## src/rtl/pwm6_pkg.sv

```systemverilog
package pwm6_pkg;

  typedef enum logic [1:0] {
    PM_INDEP = 2'd0,
    PM_COMP  = 2'd1,
    PM_SYNC  = 2'd2,
    PM_SPARE = 2'd3
  } pair_mode_e;

  localparam int unsigned PRE_W = 3;

  localparam int unsigned A_CTRL   = 0;
  localparam int unsigned A_PERIOD = 1;
  localparam int unsigned A_DUTY0  = 2;
  localparam int unsigned A_DEAD   = 8;
  localparam int unsigned A_LOAD   = 9;

  localparam int unsigned CB_RUN     = 0;
  localparam int unsigned CB_CENTER  = 1;
  localparam int unsigned CB_EXT     = 2;
  localparam int unsigned CB_PRE_LO  = 3;
  localparam int unsigned CB_GROUP   = 6;
  localparam int unsigned CB_MODE_LO = 7;

  typedef struct packed {
    logic             run;
    logic             center;
    logic             ext_sel;
    logic [PRE_W-1:0] pre_exp;
    logic             group;
  } ctrl_t;

endpackage

```

## src/rtl/pwm6_regs.sv

```systemverilog
module pwm6_regs
  import pwm6_pkg::*;
#(
  parameter int DW    = 16,
  parameter int NPAIR = 3,
  parameter int DTW   = 8,
  parameter int AW    = 4
) (
  input  logic                          clk,
  input  logic                          rst,
  input  logic                          wr_en,
  input  logic [AW-1:0]                 wr_addr,
  input  logic [DW-1:0]                 wr_data,
  input  logic                          bound,
  output ctrl_t                         ctrl_q,
  output pair_mode_e [NPAIR-1:0]        mode_q,
  output logic [DW-1:0]                 per_act,
  output logic [2*NPAIR-1:0][DW-1:0]    duty_act,
  output logic [DTW-1:0]                dead_q
);
  localparam int NCH = 2 * NPAIR;

  logic [DW-1:0]          per_sh;
  logic [NCH-1:0][DW-1:0] duty_sh;
  logic                   load_pend;
  logic                   xfer;
  logic                   wr_ctrl, wr_per, wr_dead, wr_load;

  assign wr_ctrl = wr_en && (wr_addr == AW'(A_CTRL));
  assign wr_per  = wr_en && (wr_addr == AW'(A_PERIOD));
  assign wr_dead = wr_en && (wr_addr == AW'(A_DEAD));
  assign wr_load = wr_en && (wr_addr == AW'(A_LOAD));

  // working set follows the shadows only at a boundary or while halted
  assign xfer = load_pend && (bound || !ctrl_q.run);

  always_ff @(posedge clk) begin
    if (rst) begin
      ctrl_q    <= '0;
      mode_q    <= {NPAIR{PM_INDEP}};
      per_sh    <= '0;
      duty_sh   <= '0;
      per_act   <= '0;
      duty_act  <= '0;
      dead_q    <= '0;
      load_pend <= 1'b0;
    end else begin
      if (wr_ctrl) begin
        ctrl_q.run     <= wr_data[CB_RUN];
        ctrl_q.center  <= wr_data[CB_CENTER];
        ctrl_q.ext_sel <= wr_data[CB_EXT];
        ctrl_q.pre_exp <= wr_data[CB_PRE_LO +: PRE_W];
        ctrl_q.group   <= wr_data[CB_GROUP];
        for (int p = 0; p < NPAIR; p++) begin
          mode_q[p] <= pair_mode_e'(wr_data[CB_MODE_LO + 2*p +: 2]);
        end
      end
      if (wr_per)  per_sh <= wr_data;
      if (wr_dead) dead_q <= wr_data[DTW-1:0];
      for (int i = 0; i < NCH; i++) begin
        if (wr_en && (wr_addr == AW'(A_DUTY0 + i))) duty_sh[i] <= wr_data;
      end
      if (xfer) begin
        per_act  <= per_sh;
        duty_act <= duty_sh;
      end
      load_pend <= (load_pend && !xfer) || wr_load;
    end
  end

endmodule

```

## src/rtl/pwm6_tick.sv

```systemverilog
module pwm6_tick
  import pwm6_pkg::*;
(
  input  logic             clk,
  input  logic             rst,
  input  logic             run,
  input  logic             ext_sel,
  input  logic             ext_tick,
  input  logic [PRE_W-1:0] pre_exp,
  output logic             ce
);
  localparam int CW = (1 << PRE_W) - 1;

  logic          src;
  logic [CW-1:0] pcnt;
  logic [CW-1:0] mask;

  assign src  = ext_sel ? ext_tick : 1'b1;
  assign mask = ~({CW{1'b1}} << pre_exp);

  always_ff @(posedge clk) begin
    if (rst || !run) begin
      pcnt <= '0;
      ce   <= 1'b0;
    end else begin
      ce <= src && ((pcnt & mask) == mask);
      if (src) pcnt <= pcnt + 1'b1;
    end
  end

endmodule

```

## src/rtl/pwm6_counter.sv

```systemverilog
module pwm6_counter #(
  parameter int DW = 16
) (
  input  logic          clk,
  input  logic          rst,
  input  logic          run,
  input  logic          center,
  input  logic          ce,
  input  logic [DW-1:0] period,
  output logic [DW-1:0] cnt_q,
  output logic          bound
);
  logic          up_q;
  logic [DW-1:0] cnt_d;
  logic          up_d;

  always_comb begin
    cnt_d = cnt_q;
    up_d  = up_q;
    bound = 1'b0;
    if (!run) begin
      cnt_d = '0;
      up_d  = 1'b1;
    end else if (ce) begin
      if (!center) begin
        up_d = 1'b1;
        if (cnt_q >= period) begin
          cnt_d = '0;
          bound = 1'b1;
        end else begin
          cnt_d = cnt_q + 1'b1;
        end
      end else if (up_q) begin
        if (cnt_q >= period) begin
          if (period == '0) begin
            cnt_d = '0;
            bound = 1'b1;
          end else begin
            up_d  = 1'b0;
            cnt_d = cnt_q - 1'b1;
          end
        end else begin
          cnt_d = cnt_q + 1'b1;
        end
      end else begin
        if (cnt_q <= DW'(1)) begin
          cnt_d = '0;
          up_d  = 1'b1;
          bound = 1'b1;
        end else begin
          cnt_d = cnt_q - 1'b1;
        end
      end
    end
  end

  always_ff @(posedge clk) begin
    if (rst) begin
      cnt_q <= '0;
      up_q  <= 1'b1;
    end else begin
      cnt_q <= cnt_d;
      up_q  <= up_d;
    end
  end

endmodule

```

## src/rtl/pwm6_pair.sv

```systemverilog
module pwm6_pair
  import pwm6_pkg::*;
#(
  parameter int DW  = 16,
  parameter int DTW = 8
) (
  input  logic           clk,
  input  logic           rst,
  input  logic           en,
  input  logic           ce,
  input  pair_mode_e     mode,
  input  logic [DW-1:0]  cnt,
  input  logic [DW-1:0]  duty_a,
  input  logic [DW-1:0]  duty_b,
  input  logic [DTW-1:0] dead,
  output logic [1:0]     pwm
);
  logic           raw_a, raw_b;
  logic [1:0]     req;
  logic [1:0]     q;
  logic [DTW-1:0] dt_eff;

  assign raw_a  = cnt < duty_a;
  assign raw_b  = cnt < duty_b;
  assign dt_eff = (mode == PM_COMP) ? dead : '0;

  always_comb begin
    unique case (mode)
      PM_COMP: req = {~raw_a, raw_a};
      PM_SYNC: req = {raw_a, raw_a};
      default: req = {raw_b, raw_a};
    endcase
    if (!en) req = 2'b00;
  end

  for (genvar j = 0; j < 2; j++) begin : g_leg
    logic [DTW-1:0] hcnt;
    always_ff @(posedge clk) begin
      if (rst || !req[j]) begin
        hcnt <= '0;
      end else if (ce && (hcnt < dt_eff)) begin
        hcnt <= hcnt + 1'b1;
      end
    end
    assign q[j] = req[j] && (hcnt >= dt_eff);
  end

  always_ff @(posedge clk) begin
    if (rst) pwm <= 2'b00;
    else     pwm <= q;
  end

endmodule

```

## src/rtl/pwm6_motor_pwm.sv

```systemverilog
module pwm6_motor_pwm
  import pwm6_pkg::*;
#(
  parameter int DW    = 16,
  parameter int NPAIR = 3,
  parameter int DTW   = 8,
  parameter int AW    = 4
) (
  input  logic               clk,
  input  logic               rst,
  input  logic               ext_tick,
  input  logic               wr_en,
  input  logic [AW-1:0]      wr_addr,
  input  logic [DW-1:0]      wr_data,
  output logic [2*NPAIR-1:0] pwm_out,
  output logic               period_evt
);
  localparam int NCH = 2 * NPAIR;

  ctrl_t                  ctrl_q;
  pair_mode_e [NPAIR-1:0] mode_q;
  logic [DW-1:0]          per_act;
  logic [NCH-1:0][DW-1:0] duty_act;
  logic [NCH-1:0][DW-1:0] duty_eff;
  logic [DTW-1:0]         dead_q;
  logic                   ce;
  logic                   bound;
  logic [DW-1:0]          cnt_q;
  logic                   run_q;

  assign run_q = ctrl_q.run;

  pwm6_regs #(.DW(DW), .NPAIR(NPAIR), .DTW(DTW), .AW(AW)) regs_i (
    .clk(clk), .rst(rst), .wr_en(wr_en), .wr_addr(wr_addr), .wr_data(wr_data),
    .bound(bound), .ctrl_q(ctrl_q), .mode_q(mode_q), .per_act(per_act),
    .duty_act(duty_act), .dead_q(dead_q)
  );

  pwm6_tick tick_i (
    .clk(clk), .rst(rst), .run(run_q), .ext_sel(ctrl_q.ext_sel),
    .ext_tick(ext_tick), .pre_exp(ctrl_q.pre_exp), .ce(ce)
  );

  pwm6_counter #(.DW(DW)) cnt_i (
    .clk(clk), .rst(rst), .run(run_q), .center(ctrl_q.center), .ce(ce),
    .period(per_act), .cnt_q(cnt_q), .bound(bound)
  );

  // group mode: higher pairs borrow the duties of pair 0
  for (genvar c = 0; c < NCH; c++) begin : g_duty
    if (c < 2) begin : g_base
      assign duty_eff[c] = duty_act[c];
    end else begin : g_alias
      assign duty_eff[c] = ctrl_q.group ? duty_act[c % 2] : duty_act[c];
    end
  end

  for (genvar p = 0; p < NPAIR; p++) begin : g_pair
    pwm6_pair #(.DW(DW), .DTW(DTW)) pair_i (
      .clk(clk), .rst(rst), .en(run_q), .ce(ce), .mode(mode_q[p]),
      .cnt(cnt_q), .duty_a(duty_eff[2*p]), .duty_b(duty_eff[2*p+1]),
      .dead(dead_q), .pwm(pwm_out[2*p +: 2])
    );
  end

  always_ff @(posedge clk) begin
    if (rst) period_evt <= 1'b0;
    else     period_evt <= bound;
  end

endmodule

```

## config.mk

```make
export PLATFORM = sky130hd
export DESIGN_NAME = pwm6_motor_pwm
export DESIGN_NICKNAME = d
export VERILOG_FILES = /design/src/rtl/pwm6_pkg.sv /design/src/rtl/pwm6_regs.sv /design/src/rtl/pwm6_tick.sv /design/src/rtl/pwm6_counter.sv /design/src/rtl/pwm6_pair.sv /design/src/rtl/pwm6_motor_pwm.sv
export SDC_FILE = /design/constraint.sdc
export NUM_CORES = 1
export LEC_CHECK = 0
export ABC_AREA = 1
export BUFFER_PORTS_ARGS = -buffer_cell sky130_fd_sc_hd__buf_4
export CORE_ASPECT_RATIO = 0.7
export CORE_MARGIN = 2
export CORE_UTILIZATION = 35
export CTS_BUF_LIST = sky130_fd_sc_hd__clkbuf_4
export CTS_CLUSTER_DIAMETER = 150
export DETAILED_ROUTE_END_ITERATION = 10
export PLACE_DENSITY = 0.45
export SLEW_MARGIN = 10
export SYNTH_ARGS = -nofsm -noshare
export SYNTH_HDL_FRONTEND = slang
export SYNTH_HIERARCHICAL = 1
export SYNTH_SLANG_ARGS = --single-unit
```

## constraint.sdc

```tcl
create_clock -name clk -period 5.9 [get_ports clk]
set_input_delay 0.59 -clock clk [delete_from_list [all_inputs] [get_ports clk]]
set_output_delay 0.59 -clock clk [all_outputs]
set_load 0.05 [all_outputs]
```

==> impl_metrics.py, run 1 <==
metrics = {
    "routing": {
        "drtPass1Iterations": 5,
        "drt_iter0_markers": 1452,
        "antenna_left": 0,
        "wirelength_mm": 59.3,
        "remaining_drc_errors": 0,
        "vias": 17100,
        "viasPerCell": 4.74,
        "routedWlPerCell_microns": 16.5,
    },
    "setup_path": {
        "worst_ep_arrival_time_ns": 5.10,
        "cp-start-kind": "flop",
        "cp-end-kind": "flop",
        "critical_path_required_ns": 6.61,
        "rrSetupSlack_ns": 1.52,
        "critical_path.max_fanout": 50,
        "path_class": "flop to flop",
    },
    "logic_synthesis": {
        "synth-seq-area-share": 0.344,
        "syn_area_sq_um": 19000,
        "avgSynthCellArea_sq_um": 6.89,
        "synth_simple_gate_area_share": 0.324,
        "synth_top_family_by_area": "simple AND/OR/NAND/NOR gates",
        "synth_cells": 2756,
        "syn_nets": 2950,
        "synthDistinctLibCells": 45,
        "synthAdderAreaFrac": 0.112,
        "synth-compound-area-share": 0.0953,
        "synth-seq-cells": 326,
        "muxShareOfSynthArea": 0,
        "ys_warn_count": 6,
        "synthXorXnorAreaFrac": 0.0271,
    },
    "floorplan": {
        "die_height_microns": 199,
        "dieArea_sq_um": 56200,
        "core_area_sq_um": 53700,
        "initial_core_util": 0.354,
        "die_x_microns": 282,
        "rows": 71,
        "ios": 31,
    },
    "timing": {
        "fmax_mhz": 228,
        "final-hold-violation-count": 0,
        "clock_skew_ns": 0.0638,
        "rsz0062_at_grt": "no",
        "maxSlewViolCount": 0,
        "setup_ws_ns": 1.52,
        "layout_min_cycle_time_ns": 4.38,
        "setup_viol": 0,
        "fin_crit_sh": 0.743,
        "setup_tns_ns": 0,
        "slew_headroom": 0.203,
        "tightest_slew_ns": 1.19,
    },
    "final_layout": {
        "drive_above_1_share": 0.111,
        "layout_commonest_cell": "nand2_1",
        "syn_to_final_growth_pct": 9.74,
        "final_cell_mix": "nand2_1, nor2_1, dfxtp_1, inv_1, ha_1",
        "final_nets": 2994,
        "layout.cells.non_filler": 3600,
    },
    "power_and_ir_drop": {
        "leakage_uw": 0.00921,
        "ir_worst_vdd_mv": 0.0988,
        "p_switching_uw": 1270,
        "power.total_uw": 4630,
        "seq_power_share": 0.489,
        "p_sw_frac": 0.275,
        "intPower_uw": 3360,
        "powerDensity_nw_per_um2": 222,
        "comb_power_share": 0.062,
        "clkPwrFrac": 0.449,
    },
    "placement": {
        "pre_cts_ws_ns": 1.53,
        "hpwl_mm": 43.7,
        "gp_routability_congestion": 0.836,
        "port_buffers": 30,
        "dpl.cell_count": 3426,
    },
    "run_status": {
        "status": "finished clean",
    },
    "cts": {
        "cts_made_buffers": 89,
        "root_buffer": "clkbuf_4",
        "cts_tree": "yes",
        "cts.sinks": 326,
        "clk_latency_ns": 0.88,
        "clk_pin_slew_ns": 0.06,
        "cts_buffer_depth": 3,
        "htree_num_levels": 3,
    },
    "global_route": {
        "grt_pass1_wl_mm": 92.4,
        "grt_max_degree": 120,
        "grt_use_total": 0.215,
        "grt-ovfl-total": 0,
        "antenna_found_initial": 2,
        "first_global_vias": 15800,
    },
    "flow_run": {
        "maxCapViolations": 0,
    },
    "worst_hold_path": {
        "hp-class": "input pin to flop",
    },
}
kinds of logic after synthesis:
kind of cell               Yosys count
and+or+nand+nor                   1481
xor gates and xnor gates            58
DFF                                326
buffers and inverters              406
AOI/OAI and AO/OA                  315
adders and majority gates          170
through the flow:
step / hold slack [ns] / utilization / area [sq um]
2_1_floorplan: 0.449 / - / 19000
3_3_place_gp: 0.457 / 0.365 / 19600
3_5_place_dp: 0.466 / 0.365 / 19600
4_1_cts: 0.0210 / 0.388 / 20800
5_1_grt: 0.0177 / 0.388 / 20800
6_report: 0.0861 / 0.388 / 20800
metal layers:
layer / track usage / vias to the layer above / wire length, microns
met5: 0 / - / 0
met1: 0.362 / 7792 / 34500
li1: - / 8819 / -
met4: 0.0490 / 0 / 900
met2: 0.258 / 382 / 20300
met3: 0.0518 / 79 / 3680
final timing paths:
kind,cells past startpoint,startpoint,endpoint
setup / recovery,13,cnt_i/cnt_q[15],regs_i/duty_act[17]
hold / removal,2,rst,period_evt
setup reg to reg,13,cnt_i/cnt_q[15],regs_i/duty_act[17]
hold reg to reg,2,regs_i/duty_sh[19],regs_i/duty_sh[19]
cell usage after synthesis, drive strengths merged:
master | count | area [sq um]
nand2 | 727 | 2800
nor2 | 612 | 2420
dfxtp | 326 | 6530
inv | 296 | 1120
o21ai | 188 | 1000
ha | 170 | 2130
a21oi | 110 | 596
buf | 78 | 559
nand4 | 69 | 450
nand3 | 53 | 345
xor2 | 32 | 288
clkbuf | 28 | 125
xnor2 | 26 | 228
nor3 | 18 | 126
a211oi | 6 | 120
a31oi | 3 | 18.8
a41oi | 3 | 26.3
bufinv | 3 | 52.6
o21a | 3 | 22.5
a21boi | 2 | 26.3
clkinv | 1 | 5.00
nand2b | 1 | 6.26
or2 | 1 | 6.26
layout make-up:
class | instances | area (sq um)
inverters | 300 | 1180
clock buffers | 127 | 953
fillers | 5913 | 32800
well taps | 730 | 913
flip-flops and latches | 326 | 6530
repair buffers | 59 | 475
diodes | 5 | 12.5
clock inverters | 29 | 164
multi-input cells | 2024 | 10600
critical path, cell delays in order, from the launching register on:
cell,delay (ns)
dfxtp_1,0.69
ha_1,0.35
a21oi_1,0.14
o21ai_0,0.10
a21oi_1,0.23
nand3_1,0.23
nand2_1,0.40
or2_1,0.19
nor2_1,0.11
o21ai_4,0.55
clkinv_2,0.53
buf_4,0.46
nor2_1,0.18
nor2_1,0.06
timing repair:
item	CTS	global route
hold buffers	13	0
setup buffers	0	0
gates resized for setup	0	0
hold endpoints to repair	13	0
power groups by stage:
stage / sequential [uW] / combinational, uW / clock (uW)
3_5_place_dp: 2310 / 282 / 0
3_3_place_gp: 2310 / 281 / 0
5_1_grt: 2260 / 326 / 2270
4_1_cts: 2260 / 289 / 2150
6_report: 2260 / 289 / 2080
2_1_floorplan: 2290 / 192 / 0
state kept, by name (all words and copies together), names as in the netlist, 6 cells and up:
name and cells:
regs_i/duty_act 96, regs_i/per_sh 16, g_pair.pair_i/g_leg.hcnt 48, regs_i/per_act 16, regs_i/dead_q 8, regs_i/mode_q 6
regs_i/duty_sh 96, g_pair.pair_i/pwm 6, tick_i/pcnt 7, cnt_i/cnt_q 16, regs_i/ctrl_q 7
Note: power is estimated with default switching activity, not from simulation.
==> run 2, diff against run 1 <==
- ABC_AREA: 1 -> 0
- clock period: 5.9 -> 4.3 ns (I/O delays scaled with it)
==> impl_metrics.py, run 2 <==
metrics = {
    "floorplan": {
        "die_height_microns": 198,
        "initial_core_util": 0.353,
        "die_x_microns": 281,
        "ios": 31,
        "rows": 71,
        "dieArea_sq_um": 55700,
        "core_area_sq_um": 53400,
    },
    "timing": {
        "layout_min_cycle_time_ns": 3.77,
        "setup_tns_ns": 0,
        "maxSlewViolCount": 0,
        "slew_headroom": 0.273,
        "fmax_mhz": 265,
        "fin_crit_sh": 0.878,
        "final-hold-violation-count": 0,
        "setup_viol": 0,
        "clock_skew_ns": 0.0476,
        "setup_ws_ns": 0.526,
        "tightest_slew_ns": 1.09,
        "rsz0062_at_grt": "no",
    },
    "power_and_ir_drop": {
        "p_sw_frac": 0.251,
        "ir_worst_vdd_mv": 0.201,
        "p_switching_uw": 1510,
        "power.total_uw": 6030,
        "seq_power_share": 0.506,
        "comb_power_share": 0.035,
        "leakage_uw": 0.00804,
        "clkPwrFrac": 0.460,
        "intPower_uw": 4520,
        "powerDensity_nw_per_um2": 292,
    },
    "logic_synthesis": {
        "yosysTopAreaCellShare": 0.347,
        "synth-seq-area-share": 0.347,
        "ys_warn_count": 6,
        "syn_nets": 2302,
        "synthDistinctLibCells": 80,
        "syn_area_sq_um": 18800,
        "synth_edf_count": 0,
        "yosysMostFrequentCell": "dfxtp_1",
        "synth_flop_cell": "dfxtp_1",
        "synth_top_cells_by_count": "dfxtp_1, a21oi_1, ha_1, nand2b_1, nand3_1",
        "synthTopCellsByArea": "dfxtp_1, ha_1, mux2i_1, nand2b_1, mux2_4",
        "synth_cells": 2108,
        "synth-seq-cells": 326,
        "yosysTopAreaCell": "dfxtp_1",
        "avgSynthCellArea_sq_um": 8.93,
        "synth-async-reset-ratio": 0,
    },
    "final_layout": {
        "layout_commonest_cell": "dfxtp_1",
        "final_nets": 2326,
        "syn_to_final_growth_pct": 9.88,
        "drive_above_1_share": 0.135,
        "final_cell_mix": "dfxtp_1, a21oi_1, ha_1, nand2b_1, nand3_1",
        "reg.largest.list": "regs_i/duty_act x96, regs_i/duty_sh x96, g_pair.pair_i/g_leg.hcnt x48",
    },
    "cts": {
        "cts_buffer_depth": 3,
        "cts_tree": "yes",
        "cts_made_buffers": 87,
        "clk_latency_ns": 0.83,
        "htree_num_levels": 3,
        "cts_resized": 0,
        "cts.sinks": 326,
        "post_cts_buffers": 0,
        "root_buffer": "clkbuf_4",
        "clk_pin_slew_ns": 0.06,
    },
    "setup_path": {
        "critical_path.max_fanout": 27,
        "crit_chain": "ha_1, nand4_2, nor3_2, or4b_4, and4_4, nor3_1, nand2b_4, buf_4, nand3_1, a21oi_1",
        "worstPathBufferInverterCount": 1,
        "path_delay_family": "simple AND/OR/NAND/NOR gates",
        "cp-end-kind": "flop",
        "worst_ep_arrival_time_ns": 4.49,
        "slowest_stage": "dfxtp_1",
        "cp-start-kind": "flop",
        "path_class": "flop to flop",
        "max_stage_delay_ns": 0.71,
        "critical_path_required_ns": 5.01,
    },
    "global_route": {
        "met2_usage": 0.286,
        "grt_use_total": 0.209,
        "use_met3": 0.0596,
        "gr-usage-met1": 0.315,
        "grt-ovfl-total": 0,
        "antenna_found_initial": 5,
        "first_global_vias": 14900,
        "top_usage_layer": "met1",
        "grt_max_degree": 107,
        "grt_pass1_wl_mm": 89.0,
    },
    "routing": {
        "remaining_drc_errors": 0,
        "antenna_left": 0,
        "wirelength_mm": 57.5,
        "drt_iter0_markers": 966,
        "vias": 15400,
        "routedWlPerCell_microns": 19.7,
        "drtPass1Iterations": 5,
        "viasPerCell": 5.26,
    },
    "flow_run": {
        "maxCapViolations": 0,
    },
    "placement": {
        "pre_cts_ws_ns": 0.615,
        "port_buffers": 30,
        "hpwl_mm": 39.9,
        "gp_routability_congestion": 0.840,
    },
    "worst_hold_path": {
        "hp-class": "input pin to flop",
    },
    "run_status": {
        "status": "finished clean",
    },
}
## run 2: cell count changes in the layout (fill, tap and decap cells not counted), moves of 80 or more
cell      before  now
nand2_1      704   82
nand3_1       40  154
nor2_1       590   80
mux2i_1        0  139
inv_1        268  124
nand2b_1       1  166
a21oi_1       98  178
## run 2: cell type report
class                           instances  area (sq um)
Antenna cell                            4          10.0
Clock buffer                          121           908
Clock inverter                         25           156
Fill cell                            5474         32700
Inverter                              125           469
Multi-Input combinational cell       1524         11100
Sequential cell                       326          6530
Tap cell                              730           913
Timing Repair Buffer                   68           582
## run 2: cells by family (layout without fill, tap and decap cells)
| family | count (synthesis) | after routing | share of synthesized area |
|---|---|---|---|
| buffers and inverters | 258 | 339 | 0.0635 |
| DFF | 326 | 326 | 0.347 |
| other | 0 | 4 | 0 |
| AOI/OAI and AO/OA | 410 | 410 | 0.126 |
| xor gates and xnor gates | 55 | 55 | 0.0256 |
| adders and majority gates | 170 | 170 | 0.113 |
| muxes | 208 | 208 | 0.128 |
| and+or+nand+nor | 681 | 681 | 0.198 |
## run 2: final timing paths
check             cells after the start             start  slack, ns                   to
setup / recovery                     10   cnt_i/cnt_q[13]       0.53   regs_i/per_act[13]
hold reg to reg                       1  regs_i/ctrl_q[1]       0.43            tick_i/ce
setup reg to reg                     10   cnt_i/cnt_q[13]       0.53   regs_i/per_act[13]
hold / removal                        2               rst       0.13  regs_i/duty_act[37]
## run 2: timing repair
item / in CTS / in global routing
hold buffers: 2 / 0
endpoints found under the hold margin: 1 / 0
endpoints found under the setup margin: 0 / 0
## run 2: metal layers
layer	wire [microns]	share of wire	vias up
li1	-	-	7543
met1	30400	0.53	7372
met2	22400	0.39	371
met3	3780	0.066	86
met4	966	0.017	0
met5	0	0	-
## run 2: power groups by stage
stage,sequential [uW],combinational (uW),clock (uW)
floorplan,3110,135,0
global placement,3120,207,0
detailed placement,3120,210,0
CTS,3050,211,2900
global route,3050,224,3080
finish,3050,210,2770
## run 2: stage by stage
stage | hold WS [ns] | instances | utilization | instance area (sq um)
finish | 0.131 | 2923 | 0.387 | 20700
CTS | 0.0522 | 2919 | 0.387 | 20700
global route | 0.0898 | 2922 | 0.387 | 20700
detailed placement | 0.430 | 2771 | 0.367 | 19600
global placement | 0.434 | 2771 | 0.367 | 19600
floorplan | 0.405 | 2108 | - | 18800
